File: src/rtl/ycc2rgb_pkg.sv
package ycc2rgb_pkg;

  // Container width for one fixed-point coefficient (enough for up to 12 fraction bits)
  localparam int COEF_W = 16;

  typedef logic signed [COEF_W-1:0] coef_t;

  // Mode encoding is {sel_709, sel_narrow}
  typedef enum logic [1:0] {
    CSC_601_FULL   = 2'b00,
    CSC_601_STUDIO = 2'b01,
    CSC_709_FULL   = 2'b10,
    CSC_709_STUDIO = 2'b11
  } csc_mode_e;

  typedef struct packed {
    coef_t ky;
    coef_t r_cr;
    coef_t g_cr;
    coef_t g_cb;
    coef_t b_cb;
  } coef_set_t;

  // Thousandths to fixed point with frac fraction bits, rounded to nearest
  function automatic coef_t scale_k(int milli, int frac);
    return coef_t'((milli * (1 << frac) + 500) / 1000);
  endfunction

  function automatic coef_set_t coef_lookup(csc_mode_e m, int frac);
    coef_set_t k;
    case (m)
      CSC_601_FULL: begin
        k.ky   =  scale_k(1000, frac);
        k.r_cr =  scale_k(1371, frac);
        k.g_cr = -scale_k(698, frac);
        k.g_cb = -scale_k(336, frac);
        k.b_cb =  scale_k(1732, frac);
      end
      CSC_601_STUDIO: begin
        k.ky   =  scale_k(1164, frac);
        k.r_cr =  scale_k(1596, frac);
        k.g_cr = -scale_k(813, frac);
        k.g_cb = -scale_k(391, frac);
        k.b_cb =  scale_k(2018, frac);
      end
      CSC_709_FULL: begin
        k.ky   =  scale_k(1000, frac);
        k.r_cr =  scale_k(1540, frac);
        k.g_cr = -scale_k(459, frac);
        k.g_cb = -scale_k(183, frac);
        k.b_cb =  scale_k(1816, frac);
      end
      default: begin
        k.ky   =  scale_k(1164, frac);
        k.r_cr =  scale_k(1793, frac);
        k.g_cr = -scale_k(534, frac);
        k.g_cb = -scale_k(213, frac);
        k.b_cb =  scale_k(2115, frac);
      end
    endcase
    return k;
  endfunction

endpackage

File: src/rtl/ycc_front.sv
// Stage 1: offset removal and per-pixel coefficient capture
module ycc_front
  import ycc2rgb_pkg::*;
#(
  parameter int PIX_W  = 8,
  parameter int FRAC_W = 10
) (
  input  logic                    clk,
  input  logic                    rst_n,
  input  logic                    in_valid,
  input  logic [PIX_W-1:0]        in_y,
  input  logic [PIX_W-1:0]        in_cb,
  input  logic [PIX_W-1:0]        in_cr,
  input  logic                    sel_709,
  input  logic                    sel_narrow,
  output logic                    s1_valid,
  output logic signed [PIX_W+1:0] s1_y,
  output logic signed [PIX_W:0]   s1_cb,
  output logic signed [PIX_W:0]   s1_cr,
  output coef_set_t               s1_k
);
  localparam logic signed [PIX_W+1:0] LUMA_OFS   = (PIX_W+2)'(16 << (PIX_W-8));
  localparam logic signed [PIX_W:0]   CHROMA_MID = (PIX_W+1)'(1 << (PIX_W-1));

  logic                    valid_nx;
  logic signed [PIX_W+1:0] y_nx;
  logic signed [PIX_W:0]   cb_nx;
  logic signed [PIX_W:0]   cr_nx;
  coef_set_t               k_nx;

  always_comb begin
    valid_nx = in_valid;
    y_nx     = $signed({2'b00, in_y}) - (sel_narrow ? LUMA_OFS : '0);
    cb_nx    = $signed({1'b0, in_cb}) - CHROMA_MID;
    cr_nx    = $signed({1'b0, in_cr}) - CHROMA_MID;
    k_nx     = coef_lookup(csc_mode_e'({sel_709, sel_narrow}), FRAC_W);
  end

  always_ff @(posedge clk or negedge rst_n) begin
    if (!rst_n) begin
      s1_valid <= 1'b0;
      s1_y     <= '0;
      s1_cb    <= '0;
      s1_cr    <= '0;
      s1_k     <= '0;
    end else begin
      s1_valid <= valid_nx;
      if (in_valid) begin
        s1_y  <= y_nx;
        s1_cb <= cb_nx;
        s1_cr <= cr_nx;
        s1_k  <= k_nx;
      end
    end
  end
endmodule

File: src/rtl/ycc_chan_mac.sv
// Stage 2: one output channel's multiply-accumulate
module ycc_chan_mac
  import ycc2rgb_pkg::*;
#(
  parameter int PIX_W = 8,
  parameter int ACC_W = 22
) (
  input  logic                    clk,
  input  logic                    rst_n,
  input  logic                    en,
  input  logic signed [PIX_W+1:0] y,
  input  logic signed [PIX_W:0]   cb,
  input  logic signed [PIX_W:0]   cr,
  input  coef_t                   k_y,
  input  coef_t                   k_cr,
  input  coef_t                   k_cb,
  output logic signed [ACC_W-1:0] acc
);
  localparam int SUM_W = COEF_W + PIX_W + 4;

  logic signed [SUM_W-1:0] sum;
  logic signed [ACC_W-1:0] acc_nx;

  always_comb begin
    sum = (SUM_W'(k_y)  * SUM_W'(y))
        + (SUM_W'(k_cr) * SUM_W'(cr))
        + (SUM_W'(k_cb) * SUM_W'(cb));
    acc_nx = sum[ACC_W-1:0];
  end

  always_ff @(posedge clk or negedge rst_n) begin
    if (!rst_n) acc <= '0;
    else if (en) acc <= acc_nx;
  end
endmodule

File: src/rtl/ycc_round_clamp.sv
// Stage 3: round to nearest, saturate to pixel range, hold output
module ycc_round_clamp #(
  parameter int PIX_W  = 8,
  parameter int FRAC_W = 10,
  parameter int ACC_W  = 22
) (
  input  logic                    clk,
  input  logic                    rst_n,
  input  logic                    en,
  input  logic signed [ACC_W-1:0] acc,
  output logic [PIX_W-1:0]        pix
);
  localparam logic signed [ACC_W-1:0] HALF    = ACC_W'(1 << (FRAC_W-1));
  localparam logic signed [ACC_W-1:0] PIX_MAX = ACC_W'((1 << PIX_W) - 1);

  logic signed [ACC_W-1:0] shifted;
  logic [PIX_W-1:0]        pix_nx;

  always_comb begin
    shifted = (acc + HALF) >>> FRAC_W;
    if (shifted < 0)            pix_nx = '0;
    else if (shifted > PIX_MAX) pix_nx = '1;
    else                        pix_nx = shifted[PIX_W-1:0];
  end

  always_ff @(posedge clk or negedge rst_n) begin
    if (!rst_n) pix <= '0;
    else if (en) pix <= pix_nx;
  end
endmodule

File: src/rtl/ycc2rgb_conv.sv
module ycc2rgb_conv
  import ycc2rgb_pkg::*;
#(
  parameter int PIX_W  = 8,
  parameter int FRAC_W = 10
) (
  input  logic             clk,
  input  logic             rst_n,
  input  logic             in_valid,
  input  logic [PIX_W-1:0] in_y,
  input  logic [PIX_W-1:0] in_cb,
  input  logic [PIX_W-1:0] in_cr,
  input  logic             sel_709,
  input  logic             sel_narrow,
  output logic             out_valid,
  output logic [PIX_W-1:0] out_r,
  output logic [PIX_W-1:0] out_g,
  output logic [PIX_W-1:0] out_b
);
  localparam int ACC_W = PIX_W + FRAC_W + 4;
  localparam int NCH   = 3;

  logic                    s1_valid;
  logic signed [PIX_W+1:0] s1_y;
  logic signed [PIX_W:0]   s1_cb;
  logic signed [PIX_W:0]   s1_cr;
  coef_set_t               s1_k;

  coef_t                   k_cr [NCH];
  coef_t                   k_cb [NCH];
  logic signed [ACC_W-1:0] acc  [NCH];
  logic [PIX_W-1:0]        pix  [NCH];

  logic v2, v3, v2_nx, v3_nx;

  ycc_front #(.PIX_W(PIX_W), .FRAC_W(FRAC_W)) u_front (
    .clk(clk), .rst_n(rst_n), .in_valid(in_valid),
    .in_y(in_y), .in_cb(in_cb), .in_cr(in_cr),
    .sel_709(sel_709), .sel_narrow(sel_narrow),
    .s1_valid(s1_valid), .s1_y(s1_y), .s1_cb(s1_cb), .s1_cr(s1_cr), .s1_k(s1_k)
  );

  // Channel 0 = R (Cr only), 1 = G (both, negative), 2 = B (Cb only)
  always_comb begin
    k_cr[0] = s1_k.r_cr;  k_cb[0] = '0;
    k_cr[1] = s1_k.g_cr;  k_cb[1] = s1_k.g_cb;
    k_cr[2] = '0;         k_cb[2] = s1_k.b_cb;
  end

  for (genvar c = 0; c < NCH; c++) begin : g_chan
    ycc_chan_mac #(.PIX_W(PIX_W), .ACC_W(ACC_W)) u_mac (
      .clk(clk), .rst_n(rst_n), .en(s1_valid),
      .y(s1_y), .cb(s1_cb), .cr(s1_cr),
      .k_y(s1_k.ky), .k_cr(k_cr[c]), .k_cb(k_cb[c]),
      .acc(acc[c])
    );
    ycc_round_clamp #(.PIX_W(PIX_W), .FRAC_W(FRAC_W), .ACC_W(ACC_W)) u_rc (
      .clk(clk), .rst_n(rst_n), .en(v2), .acc(acc[c]), .pix(pix[c])
    );
  end

  always_comb begin
    v2_nx = s1_valid;
    v3_nx = v2;
  end

  always_ff @(posedge clk or negedge rst_n) begin
    if (!rst_n) begin
      v2 <= 1'b0;
      v3 <= 1'b0;
    end else begin
      v2 <= v2_nx;
      v3 <= v3_nx;
    end
  end

  assign out_valid = v3;
  assign out_r     = pix[0];
  assign out_g     = pix[1];
  assign out_b     = pix[2];
endmodule

File: config.mk
export PLATFORM = sky130hd
export DESIGN_NAME = ycc2rgb_conv
export DESIGN_NICKNAME = d
export VERILOG_FILES = /design/src/rtl/ycc2rgb_pkg.sv /design/src/rtl/ycc_front.sv /design/src/rtl/ycc_chan_mac.sv /design/src/rtl/ycc_round_clamp.sv /design/src/rtl/ycc2rgb_conv.sv
export SDC_FILE = /design/constraint.sdc
export NUM_CORES = 1
export LEC_CHECK = 0
export BUFFER_PORTS_ARGS = -buffer_cell sky130_fd_sc_hd__buf_2
export CELL_PAD_IN_SITES_DETAIL_PLACEMENT = 0
export CELL_PAD_IN_SITES_GLOBAL_PLACEMENT = 1
export CORE_ASPECT_RATIO = 0.7
export CORE_MARGIN = 5
export CORE_UTILIZATION = 30
export DETAILED_ROUTE_END_ITERATION = 8
export GPL_TIMING_DRIVEN = 0
export PLACE_DENSITY_LB_ADDON = 0.1
export SLEW_MARGIN = 20
export SYNTH_ARGS = -nofsm -noshare
export SYNTH_HDL_FRONTEND = slang
export SYNTH_SLANG_ARGS = --single-unit
File: constraint.sdc
create_clock -name clk -period 11.3 [get_ports clk]
set_clock_uncertainty 0.1 [all_clocks]
set_input_delay 0.565 -clock clk [delete_from_list [all_inputs] [get_ports clk]]
set_output_delay 0.565 -clock clk [all_outputs]
set_load 0.02 [all_outputs]
# ---- After elaboration in Yosys (flattened, before gate mapping)
# Index checks and enable logic that the tools add are counted.
dict set report totals {
  reg_bits 196
  in_bits 29
  word_cells 49
}
dict set report classes {
  add_sub_neg 10
  n_mul 5
  n_lt_le_gt_ge 6
  n_eq_ne 2
  n_mux 8
  reduce_logical 1
}
# operator count
set ops {}
lappend ops {{72-bit case mux with 3 select lines} 1}
lappend ops {{22-bit adder} 4}
lappend ops {{16-bit by 9-bit multiplier with 22-bit output} 4}
lappend ops {{22-bit by 11-bit adder with 22-bit output, second input constant} 3}
lappend ops {{8-bit 2-to-1 mux} 6}
lappend ops {{12-bit by 9-bit greater-than comparator with 1-bit output, second input constant} 3}
lappend ops {{12-bit by 1-bit < comparator with 1-bit output, second input constant} 3}
lappend ops {{12-bit by 10-bit multiplier with 22-bit output} 1}
lappend ops {{8-bit by 8-bit subtractor with 9-bit output, second input constant} 2}
lappend ops {{8-bit by 10-bit subtractor with 10-bit output} 1}
lappend ops {{5-bit 2-to-1 mux} 1}
lappend ops {{2-bit by 1-bit equality test with 1-bit output, second input constant} 1}
lappend ops {{2-bit equality test, second input constant} 1}
lappend ops {{2-bit logical NOT} 1}

# ---- Longest topological paths before layout
dict set report depth {
  ltp_word 4
  depth_mapped 34
  mapped_depth_nobuf 32
}

# ---- Hierarchy
# Synthesis repeated with hierarchy kept, for this count alone.
dict set report unflattened {
  cells_unflattened 5021
  area_unflattened_um2 48377.6
}
# module n_inst cells_each area_each_um2
set modules_own_cells {}
lappend modules_own_cells {{ycc_chan_mac (g_chan[2].u_mac)} 1 1555 14835.5}
lappend modules_own_cells {{ycc_chan_mac (g_chan[1].u_mac)} 1 1547 14769.2}
lappend modules_own_cells {{ycc_chan_mac (g_chan[0].u_mac)} 1 1543 14689.1}
lappend modules_own_cells {ycc_front 1 193 2329.7}
lappend modules_own_cells {ycc_round_clamp 3 60 566.8}
lappend modules_own_cells {ycc2rgb_conv 1 3 53.8}

# ---- Worst setup path after synthesis
# Ideal clock, no wire load.
dict set report synth_timing {
  path_kind {flip-flop to flip-flop}
  from {register, netlist name u_front.s1_k[39]}
  to {register g_chan[1].u_mac.acc[21]}
  setup_ns 0.069
  t_arrival_ns 8.380
  required_time_ns 11.131
  setup_slack_ns 2.750
  path_stages_with_launch 35
  n_path_buf 2
  period_less_slack_ns 8.550
  path_cell_list {dfrtp_1 clkbuf_1 clkbuf_1 and2_1 ha_1 xor2_1 ha_1 inv_1 fa_1 fa_1 inv_1 fa_1 ha_1 o21a_1 o21a_1 a2111oi_0 nor2_1 a21oi_1 o21ai_0 xor2_1 inv_1 fa_1 inv_1 fa_1 inv_1 fa_1 inv_1 fa_1 ha_1 ha_1 or3_1 o21ai_0 o21ai_0 a211o_1 nand3_1}
}
dict set report synth_between {
  elab_chain_cells 3
}
# element line
set synth_rtl {}
lappend synth_rtl {{16-bit by 9-bit multiplier with 22-bit output} ycc_chan_mac.sv:26} ;# + (SUM_W'(k_cr) * SUM_W'(cr))
lappend synth_rtl {{22-bit adder} ycc_chan_mac.sv:26}
lappend synth_rtl {{22-bit adder} ycc_chan_mac.sv:27} ;# + (SUM_W'(k_cb) * SUM_W'(cb));
lappend synth_rtl {{end signal, assigned} ycc_chan_mac.sv:33} ;# else if (en) acc <= acc_nx;
lappend synth_rtl {{end, declared} ycc_chan_mac.sv:17} ;# output logic signed [ACC_W-1:0] acc
# No other way between the ends.
# A chain may end at the register's enable or synchronous reset.

# ---- Final worst setup path
dict set report layout_timing {
  from {register, netlist name u_front.s1_k[39]}
  to {register g_chan[1].u_mac.acc[21]}
}
dict set report layout_between {
  elab_chain_cells 3
}
# element line
set layout_rtl {}
lappend layout_rtl {{16-bit by 9-bit multiplier with 22-bit output} ycc_chan_mac.sv:26}
lappend layout_rtl {{22-bit adder} ycc_chan_mac.sv:26}
lappend layout_rtl {{22-bit adder} ycc_chan_mac.sv:27}
# No other way between the ends.

==> impl_metrics.yaml <==
route:
  drc: 0
  wirelength_um: 63340
  drt_first_pass_iters: 4
  wl_per_cell_um: 21.19
  via_per_inst: 4.536
  drtIter0Drc: 794
  vias: 13560
  ant_nets: 0
synth:
  yosys.area.top_type_share_pct: 38.02
  synth_cell_types: 58
  yosysTopAreaCell: "fa_1"
  ys.flop_type: "dfrtp_1"
  ys_seq_area_share_pct: 13.18
  synth.area.top_cells: "fa_1 38%, ha_1 16%, dfrtp_1 13%"
  ys_ff_latch: 107
  yosys_warnings: 0
  syn_area_mm2: 0.02032
  syn-num-nets: 2695
  post_synth.cell_area_avg_um2: 10.03
  syn_inst: 2027
  synth_enable_flop_cells: 0
  async_flop_share_pct: 100.0
setup_path:
  critPathKind: "reg -> reg"
  path_common_cell: "fa_1"
  worst_path_largest_cell_delay_ns: 0.72
  crit_slowest_cell: "a2111oi_0"
  critPathTopFamily: "adder cells"
  cp.arrival_ns: 11.03
  cp.required_ns: 11.54
  critPathCaptureType: "flop"
  cp-start-kind: "flop"
  cp_max_fo: 10
  critical_path_buf_inv_count: 6
min_path:
  hp-class: "in -> reg"
clocking:
  cts_buffer_depth: 2
  htreeDepth: 3
  clock_latency_ns: 0.41
  clkTransAtPathRegs_ns: 0.09
  cts_sinks: 107
  cts_root_buf: "clkbuf_16"
  cts_buffers: 9
  cts_tree: "yes"
sta:
  tightest_slew_ns: 1.043
  fin_tns_setup_ns: 0
  setup_viol: 0
  slew_violations: 0
  fin_ws_ns: 0.5141
  relSlewSlack_pct: 30.46
  rsz0062_at_grt: "false"
  clock.fmax_mhz: 92.71
  final-hold-violation-count: 0
  finalCriticalPeriod_ns: 10.79
  min_period_over_period_pct: 95.45
final_layout:
  finalNetCount: 2761
  synthToLayoutAreaGrowth_pct: 8.718
  diodes: 0
  final_core_util_pct: 33.06
  drive_above_1_share_pct: 7.007
  fill_cells: 7007
global_route:
  grt_first_pass_wirelength_um: 97880
  grt_antenna_before_repair: 8
  grt_usage_pct: 17.97
  grt_max_degree: 67
  grt_pass1_vias: 15470
  grt_overflow: 0
placed_design:
  io_buffers: 53
  dp_hpwl_um: 55160
  place_congestion: 0.8649
  dp_slack_ns: 0.1385
floorplanning:
  initial_core_util_pct: 30.41
  die_w_um: 321.1
  io_pins: 54
  num_rows: 79
  die_area_mm2: 0.07313
  coreArea_mm2: 0.06682
  die_height_um: 227.8
flow_run:
  maxCapViolations: 0
run_status:
  outcome: "finished clean"
## cells in the mapped netlist, types with 5 or more instances
library cell	count
o21ai_0	34
o21a_1	9
inv_1	490
fa_1	386
and3_1	14
nand2b_1	15
a211o_1	5
and2_1	131
o22ai_1	8
nand3_1	12
xor2_1	37
nand2_1	121
ha_1	253
a31oi_1	8
and4_1	5
o211ai_1	20
a21oi_1	46
a21o_1	12
nor3_1	13
xnor2_1	53
nor2_1	57
or3_1	6
a211oi_1	6
dfrtp_1	107
clkbuf_1	53
mux2_2	53
nor2b_1	20
## cell type report
cell class	count	area, um^2	area share (%)
buffer	58	231.5	1.048
clock buffer	11	242.7	1.099
clock inverter	5	46.29	0.2095
inverter	490	1839	8.325
multi-input combinational	1372	15630	70.76
sequential	107	2678	12.12
tap	891	1115	5.046
timing repair buffer	55	309.0	1.399
## per-layer routing
metal  wire length, um  GRT usage, %
met5                 0             0
met2             26890         27.06
met1             32450         27.28
met4               870         2.970
met3              3132         3.408
## worst paths after layout
path / from / to / slack (ns) / depth (start not counted)
max: u_front.s1_k[39] / g_chan[1].u_mac.acc[21] / 0.51 / 31
min: in_cr[7] / u_front.s1_cr[7] / 0.23 / 2
max reg2reg: u_front.s1_k[39] / g_chan[1].u_mac.acc[21] / 0.51 / 31
min reg2reg: u_front.s1_valid / v2 / 0.28 / 0
max in group asynchronous: rst_n / g_chan[2].u_mac.acc[10] / 9.81 / 3
min in group asynchronous: rst_n / u_front.s1_cr[1] / 0.54 / 2
## cells by family (layout without fill, tap and decap cells)
| logic type | count (synthesis) | in the layout | synth area share (%) |
|---|---|---|---|
| fa+ha+maj | 640 | 640 | 53.65 |
| buf+inv | 548 | 619 | 10.15 |
| simple gates | 412 | 412 | 10.49 |
| compound gates | 175 | 175 | 5.621 |
| flops | 107 | 107 | 13.18 |
| xor+xnor | 90 | 90 | 3.879 |
| mux | 55 | 55 | 3.035 |
## worst reg2reg max path: cells and delay by family (launching register included)
kind | cells | cell delay (ns)
adders and majority gates | 12 | 4.92
AOI/OAI and AO/OA | 5 | 1.87
buffers and inverters | 6 | 1.46
and+or+nand+nor | 6 | 1.09
xor gates and xnor gates | 2 | 0.84
DFF | 1 | 0.44
## cell usage in the layout, fill, tap and decap left out, types with 3 or more instances in the layout
cell / netlist / layout
a211o_1: 5 / 5
a211oi_1: 6 / 6
a21o_1: 12 / 12
a21oi_1: 46 / 45
a31o_2: 3 / 3
a31oi_1: 8 / 8
and2_1: 131 / 130
and3_1: 14 / 14
and4_1: 5 / 5
buf_1: 3 / 3
buf_2: 1 / 53
clkbuf_1: 53 / 51
clkbuf_16: 0 / 9
dfrtp_1: 107 / 107
fa_1: 386 / 386
ha_1: 253 / 253
inv_1: 490 / 490
mux2_2: 53 / 53
nand2_1: 121 / 121
nand2b_1: 15 / 15
nand3_1: 12 / 12
nand4_1: 3 / 3
nor2_1: 57 / 57
nor2b_1: 20 / 20
nor3_1: 13 / 13
nor4_1: 3 / 3
o211ai_1: 20 / 20
o21a_1: 9 / 9
o21ai_0: 34 / 34
o21bai_1: 4 / 4
o22ai_1: 8 / 8
o31ai_1: 3 / 3
or2_2: 4 / 4
or3_1: 6 / 6
xnor2_1: 53 / 48
xnor2_2: 0 / 5
xor2_1: 37 / 36
## flip-flops by register name (all words and copies together) (netlist names)
| name | flops |
|---|---|
| u_front.s1_cr | 8 |
| u_front.s1_y | 10 |
| g_chan.u_rc.pix | 24 |
| v2 | 1 |
| u_front.s1_k | 15 |
| u_front.s1_valid | 1 |
| g_chan.u_mac.acc | 39 |
| u_front.s1_cb | 8 |
| out_valid | 1 |
## metrics by stage
stage	instance area, um^2	std cells	hold slack (ns)
global placement	21700	2971	0.2693
global route	22090	2989	0.2265
finish	22090	2989	0.2270
CTS	22060	2989	0.1985
floorplan	20320	2027	0.1694
detailed placement	21770	2972	0.2596
## repair_timing
action | in CTS | in global routing
endpoints found under the setup margin | 0 | 5
gates resized for setup | 0 | 9
buffers inserted | 0 | 0
hold buffers | 1 | 0
endpoints found under the hold margin | 41 | 0
Power is left out: the tool's default activity adds up to more than one toggle a clock period on the data nets, which glitch-free logic cannot reach.
